`src/rtl/cbt_pkg.sv`:
```
package cbt_pkg;

    typedef enum logic [2:0] {
        ST_IDLE,
        ST_WR_RDY,
        ST_RD_WAIT,
        ST_RD_RDY,
        ST_EX_WAIT,
        ST_EX_RDY,
        ST_TRACK
    } cbt_state_e;

    typedef enum logic [1:0] {
        K_OPW,
        K_DW,
        K_SR,
        K_DR
    } cbt_kind_e;

endpackage

```
`src/rtl/cbt_decode.sv`:
```
module cbt_decode
    import cbt_pkg::*;
(
    input  logic      ads_n,
    input  logic      chip_en,
    input  logic      sel1_n,
    input  logic      sel2,
    input  logic      wr,
    input  logic      cmd_n,
    output logic      start,
    output logic      hit,
    output cbt_kind_e kind
);

    always_comb begin
        start = !ads_n;
        hit   = chip_en && !sel1_n && sel2;
        unique case ({wr, cmd_n})
            2'b10:   kind = K_OPW;
            2'b11:   kind = K_DW;
            2'b00:   kind = K_SR;
            default: kind = K_DR;
        endcase
    end

endmodule

```
`src/rtl/cbt_fsm.sv`:
```
module cbt_fsm
    import cbt_pkg::*;
#(
    parameter int RD_EXTRA = 1
) (
    input  logic clk,
    input  logic rst,
    input  logic start,
    input  logic hit,
    input  logic wr,
    input  logic xfer_long,
    input  logic core_done,
    input  logic rdy_n,
    output logic accept,
    output logic rd_active,
    output logic rdyo_n
);

    localparam int CW = (RD_EXTRA > 1) ? $clog2(RD_EXTRA) : 1;
    localparam logic [CW-1:0] CNT_LAST = CW'(RD_EXTRA - 1);

    cbt_state_e      state, nxt;
    logic [CW-1:0]   cnt;
    logic            sel_q, rd_q;

    assign accept = (state == ST_IDLE) && start && hit;

    always_comb begin
        nxt = state;
        unique case (state)
            ST_IDLE: begin
                if (start) begin
                    if (!hit)          nxt = ST_TRACK;
                    else if (!wr)      nxt = ST_RD_WAIT;
                    else if (xfer_long) nxt = ST_EX_WAIT;
                    else               nxt = ST_WR_RDY;
                end
            end
            ST_RD_WAIT: begin
                if (!rdy_n)               nxt = ST_IDLE;
                else if (cnt == CNT_LAST) nxt = ST_RD_RDY;
            end
            ST_EX_WAIT: begin
                if (!rdy_n)         nxt = ST_IDLE;
                else if (core_done) nxt = ST_EX_RDY;
            end
            ST_WR_RDY, ST_RD_RDY, ST_EX_RDY: begin
                nxt = rdy_n ? ST_TRACK : ST_IDLE;
            end
            ST_TRACK: begin
                if (!rdy_n) nxt = ST_IDLE;
            end
            default: nxt = ST_IDLE;
        endcase
    end

    always_ff @(posedge clk) begin
        if (rst) begin
            state <= ST_IDLE;
            cnt   <= '0;
            sel_q <= 1'b0;
            rd_q  <= 1'b0;
        end else begin
            state <= nxt;
            if (state == ST_RD_WAIT) cnt <= cnt + 1'b1;
            else                     cnt <= '0;
            if (accept) begin
                sel_q <= 1'b1;
                rd_q  <= !wr;
            end else if (nxt == ST_IDLE) begin
                sel_q <= 1'b0;
                rd_q  <= 1'b0;
            end
        end
    end

    always_comb begin
        rdyo_n    = !((state == ST_WR_RDY) || (state == ST_RD_RDY) || (state == ST_EX_RDY));
        rd_active = rd_q;
    end

    // an ordinary selected write is readied in its second clock
    a_r4_write_two: assert property (@(posedge clk) disable iff (rst)
        (state == ST_IDLE && start && hit && wr && !xfer_long) |=> !rdyo_n);

    // a selected read never readies in its second clock
    a_r5_read_gap: assert property (@(posedge clk) disable iff (rst)
        (state == ST_IDLE && start && hit && !wr) |=> rdyo_n);

    // an exempt write waits for the core
    a_r6_ex_hold: assert property (@(posedge clk) disable iff (rst)
        (state == ST_EX_WAIT && !core_done && rdy_n) |=> rdyo_n);

    // ready only inside a selected cycle
    a_r7_sel_only: assert property (@(posedge clk) disable iff (rst)
        !rdyo_n |-> sel_q);

    // no return to idle without the shared ready
    a_r8_track_hold: assert property (@(posedge clk) disable iff (rst)
        (state != ST_IDLE && rdy_n && !(state == ST_EX_WAIT && core_done))
            |=> (state != ST_IDLE));

endmodule

```
`src/rtl/cbt_strobe.sv`:
```
module cbt_strobe
    import cbt_pkg::*;
#(
    parameter int DW = 32
) (
    input  logic          clk,
    input  logic          rst,
    input  logic          fire,
    input  cbt_kind_e     kind,
    input  logic [DW-1:0] data_in,
    output logic          stb_opw,
    output logic          stb_dw,
    output logic          stb_sr,
    output logic          stb_dr,
    output logic [DW-1:0] stb_data
);

    always_ff @(posedge clk) begin
        if (rst) begin
            stb_opw  <= 1'b0;
            stb_dw   <= 1'b0;
            stb_sr   <= 1'b0;
            stb_dr   <= 1'b0;
            stb_data <= '0;
        end else begin
            stb_opw <= fire && (kind == K_OPW);
            stb_dw  <= fire && (kind == K_DW);
            stb_sr  <= fire && (kind == K_SR);
            stb_dr  <= fire && (kind == K_DR);
            if (fire && (kind == K_OPW || kind == K_DW))
                stb_data <= data_in;
        end
    end

    // one strobe at a time
    a_r3_one_strobe: assert property (@(posedge clk) disable iff (rst)
        $onehot0({stb_opw, stb_dw, stb_sr, stb_dr}));

    // a strobe lasts one clock
    a_r3_pulse: assert property (@(posedge clk) disable iff (rst)
        (stb_opw || stb_dw || stb_sr || stb_dr) |=> !(stb_opw || stb_dw || stb_sr || stb_dr));

endmodule

```
`src/rtl/cbt_oe.sv`:
```
module cbt_oe (
    input  logic clk,
    input  logic rst,
    input  logic chip_en,
    input  logic rd_active,
    output logic oe_ctl,
    output logic oe_data
);

    always_ff @(posedge clk) begin
        if (rst) oe_ctl <= 1'b0;
        else     oe_ctl <= chip_en;
    end

    assign oe_data = rd_active && chip_en;

    // chip enable low turns the status-type enables off
    a_r9_ce_off: assert property (@(posedge clk) disable iff (rst)
        !chip_en |=> !oe_ctl);

    // the data driver is only on while enabled
    a_r10_data_ce: assert property (@(posedge clk) disable iff (rst)
        oe_data |-> chip_en);

endmodule

```
`src/rtl/cop_bus_tracker.sv`:
```
module cop_bus_tracker
    import cbt_pkg::*;
#(
    parameter int DW       = 32,
    parameter int RD_EXTRA = 1
) (
    input  logic          clk,
    input  logic          rst,
    input  logic          ads_n,
    input  logic          wr,
    input  logic          sel1_n,
    input  logic          sel2,
    input  logic          chip_en,
    input  logic          cmd_n,
    input  logic          rdy_n,
    input  logic          xfer_long,
    input  logic          core_done,
    input  logic [DW-1:0] data_in,
    output logic          rdyo_n,
    output logic          stb_opw,
    output logic          stb_dw,
    output logic          stb_sr,
    output logic          stb_dr,
    output logic [DW-1:0] stb_data,
    output logic          oe_ctl,
    output logic          oe_data
);

    logic      start, hit, accept, rd_active;
    cbt_kind_e kind;

    cbt_decode u_decode (
        .ads_n   (ads_n),
        .chip_en (chip_en),
        .sel1_n  (sel1_n),
        .sel2    (sel2),
        .wr      (wr),
        .cmd_n   (cmd_n),
        .start   (start),
        .hit     (hit),
        .kind    (kind)
    );

    cbt_fsm #(.RD_EXTRA(RD_EXTRA)) u_fsm (
        .clk       (clk),
        .rst       (rst),
        .start     (start),
        .hit       (hit),
        .wr        (wr),
        .xfer_long (xfer_long),
        .core_done (core_done),
        .rdy_n     (rdy_n),
        .accept    (accept),
        .rd_active (rd_active),
        .rdyo_n    (rdyo_n)
    );

    cbt_strobe #(.DW(DW)) u_strobe (
        .clk      (clk),
        .rst      (rst),
        .fire     (accept),
        .kind     (kind),
        .data_in  (data_in),
        .stb_opw  (stb_opw),
        .stb_dw   (stb_dw),
        .stb_sr   (stb_sr),
        .stb_dr   (stb_dr),
        .stb_data (stb_data)
    );

    cbt_oe u_oe (
        .clk       (clk),
        .rst       (rst),
        .chip_en   (chip_en),
        .rd_active (rd_active),
        .oe_ctl    (oe_ctl),
        .oe_data   (oe_data)
    );

endmodule

```
`config.mk`:
```
export PLATFORM = sky130hd
export DESIGN_NAME = cop_bus_tracker
export DESIGN_NICKNAME = d
export VERILOG_FILES = /design/src/rtl/cbt_pkg.sv /design/src/rtl/cbt_decode.sv /design/src/rtl/cbt_fsm.sv /design/src/rtl/cbt_strobe.sv /design/src/rtl/cbt_oe.sv /design/src/rtl/cop_bus_tracker.sv
export SDC_FILE = /design/constraint.sdc
export NUM_CORES = 1
export LEC_CHECK = 0
export CAP_MARGIN = 20
export CELL_PAD_IN_SITES_DETAIL_PLACEMENT = 0
export CELL_PAD_IN_SITES_GLOBAL_PLACEMENT = 1
export CORE_ASPECT_RATIO = 1.2
export CORE_MARGIN = 2
export CORE_UTILIZATION = 44
export DETAILED_ROUTE_END_ITERATION = 10
export DONT_BUFFER_PORTS = 1
export HOLD_SLACK_MARGIN = 0.08
export PLACE_DENSITY_LB_ADDON = 0.08
export SLEW_MARGIN = 0
export SYNTH_ARGS = -nofsm -noshare
export SYNTH_HDL_FRONTEND = slang
export SYNTH_SLANG_ARGS = --single-unit
export TNS_END_PERCENT = 50
```
`constraint.sdc`:
```
create_clock -name clk -period 5.2 [get_ports clk]
set_input_delay 0.52 -clock clk [delete_from_list [all_inputs] [get_ports clk]]
set_output_delay 0.52 -clock clk [all_outputs]
set_load 0.005 [all_outputs]
```
==> impl_metrics.json, run 1 <==
{
  "vias_per_cell": 5.253,
  "cts.repair.resized": 0,
  "synthCells": 186,
  "worstSetupStartpointType": "register",
  "synth-edff-count": 0,
  "fmax_mhz": 501.6,
  "io_pins": 82,
  "drtPass1Iterations": 4,
  "worstSkewPairLatency_ns": 0.29,
  "htreeDepth": 2,
  "cts-root-buf": "clkbuf_8",
  "synth_top_area_frac": 0.5572,
  "fp.dieH_um": 68.15,
  "totalWireLength_um": 3084,
  "worst_pin_slew_ns": 0.5251,
  "grt_overflow": 0,
  "cts_setup_buffers": 0,
  "cts_tree": "done",
  "synthTopCellsByCount": "nand2_1, dfxtp_1, a21oi_1",
  "final_max_slew_viol_count": 0,
  "required_ns": 5.42,
  "grtUsageTotal": 0.1578,
  "core_area_sq_um": 3309,
  "fill_cells": 354,
  "antenna_found_initial": 0,
  "dpl.hpwl_um": 2168,
  "grt_pass1_vias": 1046,
  "ys_seq_elements": 42,
  "synth_area_sq_um": 1509,
  "ys_warn_count": 0,
  "synth.area.top_cells": "dfxtp_1, nand2_1, a21oi_1",
  "min_period_over_period": 0.3834,
  "ant_nets": 0,
  "start_util": 0.4560,
  "vias": 1161,
  "regArea_sq_um": 840.8,
  "final_util": 0.4866,
  "rsz0062_at_grt": "no",
  "finalWeightedCongestion": 0.7326,
  "die_area_sq_um": 3916,
  "portBuffers": 0,
  "cts_made_buffers": 5,
  "n_antenna_cell": 0,
  "peakVddDrop_uv": 247.3,
  "avgRoutedWirePerCell_um": 13.95,
  "clk_pin_slew_ns": 0.07,
  "multi_input_area_sq_um": 605.6,
  "critical_path_class": "reg2reg",
  "drt_iter0_drc": 53,
  "num-nets-final": 226,
  "async_flop_share": 0,
  "synth_flop_cell": "dfxtp_1",
  "fin_worst_skew_ns": 0.005374,
  "critical_path.max_fanout": 20,
  "setup_tns_ns": 0,
  "ys_seq_area_frac": 0.5572,
  "cts_buffer_depth": 2,
  "avgSynthCellArea_sq_um": 8.113,
  "fin_area_sq_um": 1610,
  "layout-drive-gt1-share": 0.05978,
  "cts.sinks": 42,
  "crit_arrival_ns": 2.22,
  "slew_headroom": 0.6499,
  "power_density_nw_per_um2": 349.3,
  "cp-end-kind": "register",
  "ys_types": 28,
  "setup_viol": 0,
  "drc": 0,
  "status": "completed",
  "grt_start_max_net_pins": 42,
  "hold_violations": 0,
  "finalCriticalPeriod_ns": 1.994,
  "grt_pass1_wl_um": 4533,
  "holdCritPathClass": "in2reg",
  "yosysTopAreaCell": "dfxtp_1",
  "die_w_um": 57.46,
  "cellLeakagePower_nw": 0.5346,
  "syn_nets": 229,
  "drv_cap": 0,
  "placed_cell_area_sq_um": 1504,
  "area_growth_pct": 6.716,
  "core.rowCount": 23,
  "cts_hold_repair.buffers": 0,
  "synth.most_common_cell": "nand2_1"
}
-- layer usage --
metal	track usage	share of wire
met2	0.2713	0.52
met4	0.07267	0.017
met3	0.08129	0.12
met5	0	0
met1	0.1588	0.34
-- registers in the layout (all words and copies together) (netlist names) --
signal             count
u_strobe.stb_data     32
u_fsm.state            3
u_fsm.cnt              1
u_fsm.rd_active        1
u_oe.oe_ctl            1
u_strobe.stb_dr        1
u_strobe.stb_dw        1
u_strobe.stb_opw       1
u_strobe.stb_sr        1
-- worst paths after layout --
path	endpoint	slack, ns	from	cells after the start
worst max-delay path	u_strobe.stb_data[30]	3.21	u_fsm.state[1]	5
worst max register to register	u_strobe.stb_data[30]	3.21	u_fsm.state[1]	5
worst min-delay path	u_strobe.stb_data[10]	0.29	rst	1
worst min register to register	u_strobe.stb_data[23]	0.47	u_strobe.stb_data[23]	2
-- area by class of cell --
type | count | share of cell area
Tap cell | 37 | 0.02875
Clock buffer | 7 | 0.05361
Inverter | 1 | 0.002331
Clock inverter | 1 | 0.003108
Sequential cell | 42 | 0.5221
Timing Repair Buffer | 2 | 0.01399
Multi-Input combinational cell | 131 | 0.3761
-- worst max-delay path, stage by stage, from the launching register on --
cell	delay, ns
dfxtp_1	0.37
or4_4	0.58
nor2_2	0.44
buf_4	0.32
nand2_1	0.09
a21oi_1	0.11
-- cell families after synthesis --
family / count (synthesis) / synth area share
AO/OA/AOI/OAI: 41 / 0.1476
buffers and inverters: 13 / 0.04311
AND/OR/NAND/NOR: 90 / 0.2521
flip-flops: 42 / 0.5572
-- cell usage in the layout, fill, tap and decap left out, drive strengths merged, types with 2 or more instances in the layout --
master,n
nor3,2
dfxtp,42
buf,2
a21oi,34
nor2,9
nand2,67
clkbuf,7
-- report_power, final --
group	switching, mW	leakage, nW	internal (mW)	total [mW]
Clock	0.0997	0.0482	0.107	0.207
Combinational	0.0113	0.147	0.0107	0.0220
Sequential	0.00623	0.339	0.328	0.334
Total	0.117	0.535	0.445	0.563
-- stage by stage --
step / setup slack (ns) / total power, mW / hold slack, ns / std cells
2_1_floorplan: 3.474 / 0.3632 / 0.4527 / 186
3_3_place_gp: 3.031 / 0.3624 / 0.4570 / 212
3_5_place_dp: 2.979 / 0.3629 / 0.4619 / 212
4_1_cts: 2.993 / 0.5705 / 0.2801 / 220
5_1_grt: 2.987 / 0.5876 / 0.2703 / 221
6_report: 3.206 / 0.5626 / 0.2888 / 221
No activity file was read; power rests on OpenSTA's default activity.
==> inputs of run 2 (changes only) <==
--- a/config.mk
+++ b/config.mk
@@ -10,7 +10,7 @@
 export CELL_PAD_IN_SITES_GLOBAL_PLACEMENT = 1
 export CORE_ASPECT_RATIO = 1.2
 export CORE_MARGIN = 2
-export CORE_UTILIZATION = 44
+export CORE_UTILIZATION = 41
 export DETAILED_ROUTE_END_ITERATION = 10
 export DONT_BUFFER_PORTS = 1
 export HOLD_SLACK_MARGIN = 0.08
==> constraint.sdc (replaced) <==
create_clock -name clk -period 1.9 [get_ports clk]
set_input_delay 0.19 -clock clk [delete_from_list [all_inputs] [get_ports clk]]
set_output_delay 0.19 -clock clk [all_outputs]
set_load 0.005 [all_outputs]
==> impl_metrics.json, run 2 (synthesis results as in run 1) <==
{
  "status": "completed",
  "fin_worst_skew_ns": 0.003931,
  "cellLeakagePower_nw": 0.7017,
  "grtUsageTotal": 0.1763,
  "clk_pin_slew_ns": 0.08,
  "regMostFlops": "u_strobe.stb_data",
  "drc": 0,
  "dpl.hpwl_um": 2401,
  "start_util": 0.4223,
  "portBuffers": 0,
  "fmax_mhz": 590.0,
  "min_path_cells": 2,
  "holdCritPathClass": "in2reg",
  "cts_made_buffers": 5,
  "core_area_sq_um": 3573,
  "largest_reg_flops": 32,
  "regToRegSetupSlack_ns": 0.21,
  "critical_path_class": "reg2reg",
  "final_max_slew_viol_count": 0,
  "cts_setup_buffers": 0,
  "grt_start_max_net_pins": 41,
  "cp-end-kind": "register",
  "reg_top3": "u_strobe.stb_data (32), u_fsm.state (3)",
  "cts_buffer_depth": 2,
  "cts_tree": "done",
  "drt_iter0_drc": 52,
  "rr_worst_depth": 4,
  "antenna_found_initial": 0,
  "ant_nets": 0,
  "slew_headroom": 0.8417,
  "vias": 1359,
  "holdPathEnd": "u_fsm.state[0]",
  "peakVddDrop_uv": 505.3,
  "num-nets-final": 265,
  "finalCriticalPeriod_ns": 1.695,
  "min-delay-start": "xfer_long",
  "cts-root-buf": "clkbuf_8",
  "drv_cap": 0,
  "total_power_mw": 1.642,
  "core.rowCount": 24,
  "n_antenna_cell": 0,
  "final_util": 0.5595,
  "layout_commonest_cell": "nand2_1",
  "power_density_nw_per_um2": 821.2,
  "multi_input_area_sq_um": 605.6,
  "critical_path.max_fanout": 7,
  "grt_pass1_wl_um": 5575,
  "area_growth_pct": 32.50,
  "setup_viol": 0,
  "cts.sinks": 42,
  "fill_cells": 341,
  "crit_arrival_ns": 1.91,
  "required_ns": 2.11,
  "totalWireLength_um": 3608,
  "grt_pass1_vias": 1313,
  "setup_tns_ns": 0,
  "vias_per_cell": 5.187,
  "hold_violations": 0,
  "io_pins": 82,
  "drtPass1Iterations": 4,
  "r2r_start": "u_fsm.state[2]",
  "mostFrequentLayoutCells": "nand2_1, dfxtp_1, a21oi_1, dlygate4sd3_1, nor2_1",
  "cts.repair.resized": 0,
  "die_area_sq_um": 4184,
  "rsz0062_at_grt": "no",
  "die_w_um": 59.38,
  "grt_overflow": 0,
  "fp.dieH_um": 70.46,
  "finalWeightedCongestion": 0.7485,
  "r2r_end": "u_fsm.rd_active",
  "worstSkewPairLatency_ns": 0.29,
  "worst_pin_slew_ns": 0.2353,
  "layout-drive-gt1-share": 0.07623,
  "worstSetupStartpointType": "register",
  "regArea_sq_um": 840.8,
  "avgRoutedWirePerCell_um": 13.77,
  "htreeDepth": 2,
  "min_period_over_period": 0.8921
}
run 2: cell types whose count changed in the layout (fill, tap and decap cells not counted), sizes merged:
cell         before  now
clkinvlp          0    1
clkbuf            7    6
dlygate4sd3       0   34
buf               2    7
run 2: worst max-delay path by stage:
| stage | startpoint | end | slack, ns | depth (start not counted) |
|---|---|---|---|---|
| after global routing | u_fsm.state[2] | u_fsm.rd_active | 0.12 | 4 |
| after CTS | u_fsm.state[1] | u_fsm.rd_active | 0.22 | 4 |
| final | u_fsm.state[2] | u_fsm.rd_active | 0.21 | 4 |
| after detailed placement | u_fsm.state[1] | u_fsm.rd_active | 0.22 | 4 |
| after floorplan | u_fsm.state[0] | u_strobe.stb_data[22] | 0.19 | 7 |
| after global placement | u_fsm.state[2] | u_fsm.rd_active | 0.30 | 4 |
run 2: layer usage:
layer | wire (um) | vias up | track usage
li1 | - | 685 | -
met3 | 276 | 6 | 0.05370
met5 | 0 | - | 0
met1 | 1401 | 620 | 0.1737
met2 | 1872 | 48 | 0.3199
met4 | 57 | 0 | 0.08333
run 2: area by class of cell:
type,count,share of cell area
Sequential cell,42,0.4205
Multi-Input combinational cell,131,0.3029
Timing Repair Buffer,41,0.2028
Clock buffer,6,0.04130
Tap cell,39,0.02441
Clock inverter,2,0.006258
Inverter,1,0.001877
run 2: what timing repair did:
| action | in CTS | in global routing |
|---|---|---|
| setup endpoints to repair | 0 | 0 |
| hold endpoints to repair | 41 | 0 |
| hold buffers | 35 | 0 |
run 2: metrics by stage:
| step | cell area (sq um) | std cells | hold WS [ns] | worst slack, ns |
|---|---|---|---|---|
| 3_3_place_gp | 1544 | 219 | 0.2638 | 0.2994 |
| 6_report | 1999 | 262 | 0.1188 | 0.2050 |
| 3_5_place_dp | 1544 | 219 | 0.2660 | 0.2204 |
| 5_1_grt | 1999 | 262 | 0.1122 | 0.1180 |
| 2_1_floorplan | 1509 | 186 | 0.2668 | 0.1937 |
| 4_1_cts | 1999 | 262 | 0.1052 | 0.2166 |
run 2: power by group:
| group | switching [mW] | leakage (nW) | internal, mW | total [mW] |
|---|---|---|---|---|
| combinational | 0.0615 | 0.315 | 0.0847 | 0.146 |
| sequential | 0.0136 | 0.339 | 0.896 | 0.910 |
| clock | 0.294 | 0.0472 | 0.292 | 0.586 |
run 2: worst max-delay path, stage by stage, from the launching register on:
cell	delay [ns]
dfxtp_1	0.37
or4_4	0.53
or3_1	0.41
a21o_1	0.18
a31oi_1	0.14
==> inputs of run 3 (changes only) <==
--- a/config.mk
+++ b/config.mk
@@ -5,12 +5,13 @@
 export SDC_FILE = /design/constraint.sdc
 export NUM_CORES = 1
 export LEC_CHECK = 0
+export ABC_AREA = 1
 export CAP_MARGIN = 20
 export CELL_PAD_IN_SITES_DETAIL_PLACEMENT = 0
 export CELL_PAD_IN_SITES_GLOBAL_PLACEMENT = 1
 export CORE_ASPECT_RATIO = 1.2
 export CORE_MARGIN = 2
-export CORE_UTILIZATION = 41
+export CORE_UTILIZATION = 44
 export DETAILED_ROUTE_END_ITERATION = 10
 export DONT_BUFFER_PORTS = 1
 export HOLD_SLACK_MARGIN = 0.08
==> constraint.sdc (replaced) <==
create_clock -name clk -period 1.9 [get_ports clk]
set_input_delay 0.38 -clock clk [delete_from_list [all_inputs] [get_ports clk]]
set_output_delay 0.38 -clock clk [all_outputs]
set_load 0.005 [all_outputs]
==> impl_metrics.json, run 3 <==
{
  "htreeDepth": 2,
  "finalCriticalPeriod_ns": 1.516,
  "min_period_over_period": 0.7981,
  "avgRoutedWirePerCell_um": 13.32,
  "cts_tree": "done",
  "cts-root-buf": "clkbuf_8",
  "regArea_sq_um": 840.8,
  "synth.most_common_cell": "nand2_1",
  "critical_path_class": "reg2reg",
  "synth_top_area_frac": 0.4660,
  "status": "completed",
  "vias_per_cell": 4.969,
  "fp.dieH_um": 74.15,
  "cts_setup_buffers": 0,
  "dpl.hpwl_um": 2469,
  "cts.repair.resized": 0,
  "cellLeakagePower_nw": 0.6537,
  "worstSkewPairLatency_ns": 0.29,
  "start_util": 0.4578,
  "rr_worst_depth": 6,
  "synthTopCellsByCount": "nand2_1, dfxtp_1, a21oi_2, nand2_2, inv_1",
  "ys_seq_elements": 42,
  "synth_top_family_by_area": "simple AND/OR/NAND/NOR gates",
  "holdPathEnd": "u_strobe.stb_data[16]",
  "placed_cell_area_sq_um": 1794,
  "io_pins": 82,
  "required_ns": 2.09,
  "cts.sinks": 42,
  "r2r_end": "u_strobe.stb_data[2]",
  "power_density_nw_per_um2": 843.2,
  "ys_seq_area_frac": 0.4660,
  "num-nets-final": 246,
  "layout_commonest_cell": "nand2_1",
  "cp-end-kind": "register",
  "grt_overflow": 0,
  "reg_top3": "u_strobe.stb_data (32), u_fsm.state (3)",
  "fin_worst_skew_ns": 0.006643,
  "holdCritPathClass": "in2reg",
  "slew_headroom": 0.7500,
  "synth_compound_area_frac": 0.1616,
  "yosysTopAreaCell": "dfxtp_1",
  "seqPwrFrac": 0.573,
  "peakVddDrop_uv": 385.4,
  "setup_viol": 0,
  "synthCells": 206,
  "n_antenna_cell": 0,
  "synth-simple-area-share": 0.2899,
  "grtUsageTotal": 0.1604,
  "clk_pin_slew_ns": 0.08,
  "fmax_mhz": 659.4,
  "layout-drive-gt1-share": 0.3725,
  "synthMuxAreaShare": 0,
  "synth_area_sq_um": 1804,
  "drtPass1Iterations": 4,
  "grt_pass1_wl_um": 5754,
  "power.internal_mw": 1.227,
  "regToRegSetupSlack_ns": 0.38,
  "core_area_sq_um": 3941,
  "drt_iter0_drc": 63,
  "final_max_slew_viol_count": 0,
  "cts_made_buffers": 5,
  "switching_share": 0.2297,
  "synth_xor_area_frac": 0,
  "mostFrequentLayoutCells": "nand2_1, dfxtp_1, nand2_2, a21oi_2, inv_1",
  "worstSetupStartpointType": "register",
  "cts_hold_repair.buffers": 0,
  "regMostFlops": "u_strobe.stb_data",
  "ant_nets": 0,
  "drv_cap": 0,
  "area_growth_pct": 4.716,
  "min_path_cells": 1,
  "drc": 0,
  "grt_pass1_vias": 1230,
  "antenna_found_initial": 0,
  "avgSynthCellArea_sq_um": 8.758,
  "syn_nets": 249,
  "hold_violations": 0,
  "vias": 1282,
  "min-delay-start": "rst",
  "portBuffers": 0,
  "combinationalPowerShare": 0.051,
  "totalWireLength_um": 3436,
  "rsz0062_at_grt": "no",
  "fill_cells": 408,
  "fin_area_sq_um": 1889,
  "core.rowCount": 25,
  "r2r_start": "u_fsm.state[0]",
  "die_area_sq_um": 4631,
  "power.net_switching_uw": 366.0,
  "setup_tns_ns": 0,
  "synthAdderAreaFrac": 0,
  "synth.area.top_cells": "dfxtp_1, a21oi_2, nand2_1",
  "cts_buffer_depth": 2,
  "largest_reg_flops": 32,
  "power_frac_clock": 0.376,
  "synth_flop_cell": "dfxtp_1",
  "die_w_um": 62.46,
  "finalWeightedCongestion": 0.7600,
  "worst_pin_slew_ns": 0.3750,
  "critical_path.max_fanout": 34,
  "async_flop_share": 0,
  "grt_start_max_net_pins": 43,
  "multi_input_area_sq_um": 814.5,
  "ys_warn_count": 0,
  "ys_types": 19,
  "synth-edff-count": 0,
  "crit_arrival_ns": 1.71
}
-- run 3: critical path, cell delays in order (launching register included) --
cell and delay [ns]:
dfxtp_1 0.37, nor2_2 0.13, nand2_2 0.12, nor2_8 0.35
inv_4 0.22, nand2_1 0.14, a21oi_2 0.06
-- run 3: layout make-up --
cell class | count | area share
flip-flops and latches | 42 | 0.4450
multi-input cells | 140 | 0.4311
clock buffers | 7 | 0.04570
well taps | 54 | 0.03576
inverters | 13 | 0.02715
repair buffers | 1 | 0.01060
clock inverters | 1 | 0.004636
-- run 3: how the worst max path moves through the flow --
stage / start / end / slack [ns] / cells after the start
CTS: u_fsm.state[0] / u_strobe.stb_data[2] / 0.34 / 6
floorplan: ads_n / u_strobe.stb_data[10] / 0.66 / 7
finish: u_fsm.state[0] / u_strobe.stb_data[2] / 0.38 / 6
detailed placement: u_fsm.state[1] / u_strobe.stb_data[2] / 0.36 / 6
global placement: ads_n / u_strobe.stb_data[1] / 0.42 / 6
global route: u_fsm.state[0] / u_strobe.stb_data[29] / 0.20 / 6
-- run 3: logic make-up (layout without fill, tap and decap cells) --
logic type / after synthesis / after routing
AO/OA/AOI/OAI: 35 / 35
buffers and inverters: 24 / 22
flip-flops: 42 / 42
AND/OR/NAND/NOR: 105 / 105
-- run 3: per-layer routing --
| metal | vias to the layer above | routed length (um) | track usage | part of all wire |
|---|---|---|---|---|
| met1 | 590 | 1315 | 0.1695 | 0.38 |
| li1 | 637 | - | - | - |
| met2 | 49 | 1777 | 0.2855 | 0.52 |
| met4 | 0 | 55 | 0.05926 | 0.016 |
| met3 | 6 | 288 | 0.07262 | 0.084 |
| met5 | - | 0 | 0 | 0 |
-- run 3: through the flow --
stage / worst slack (ns) / instances / hold slack [ns] / util / total power, mW
after floorplan: 0.6557 / 206 / 0.3984 / - / 1.022
after global placement: 0.4201 / 250 / 0.4082 / 0.4552 / 1.014
after detailed placement: 0.3643 / 250 / 0.4248 / 0.4552 / 1.017
after CTS: 0.3360 / 258 / 0.1295 / 0.4794 / 1.621
after global routing: 0.2023 / 258 / 0.1223 / 0.4794 / 1.670
final: 0.3835 / 258 / 0.1442 / 0.4794 / 1.593
-- run 3: power groups by stage --
stage	logic, mW	clock network (mW)	registers [mW]
global placement	0.0809	0	0.933
global route	0.0939	0.660	0.916
CTS	0.0831	0.625	0.913
detailed placement	0.0825	0	0.934
floorplan	0.0926	0	0.930
finish	0.0811	0.599	0.913
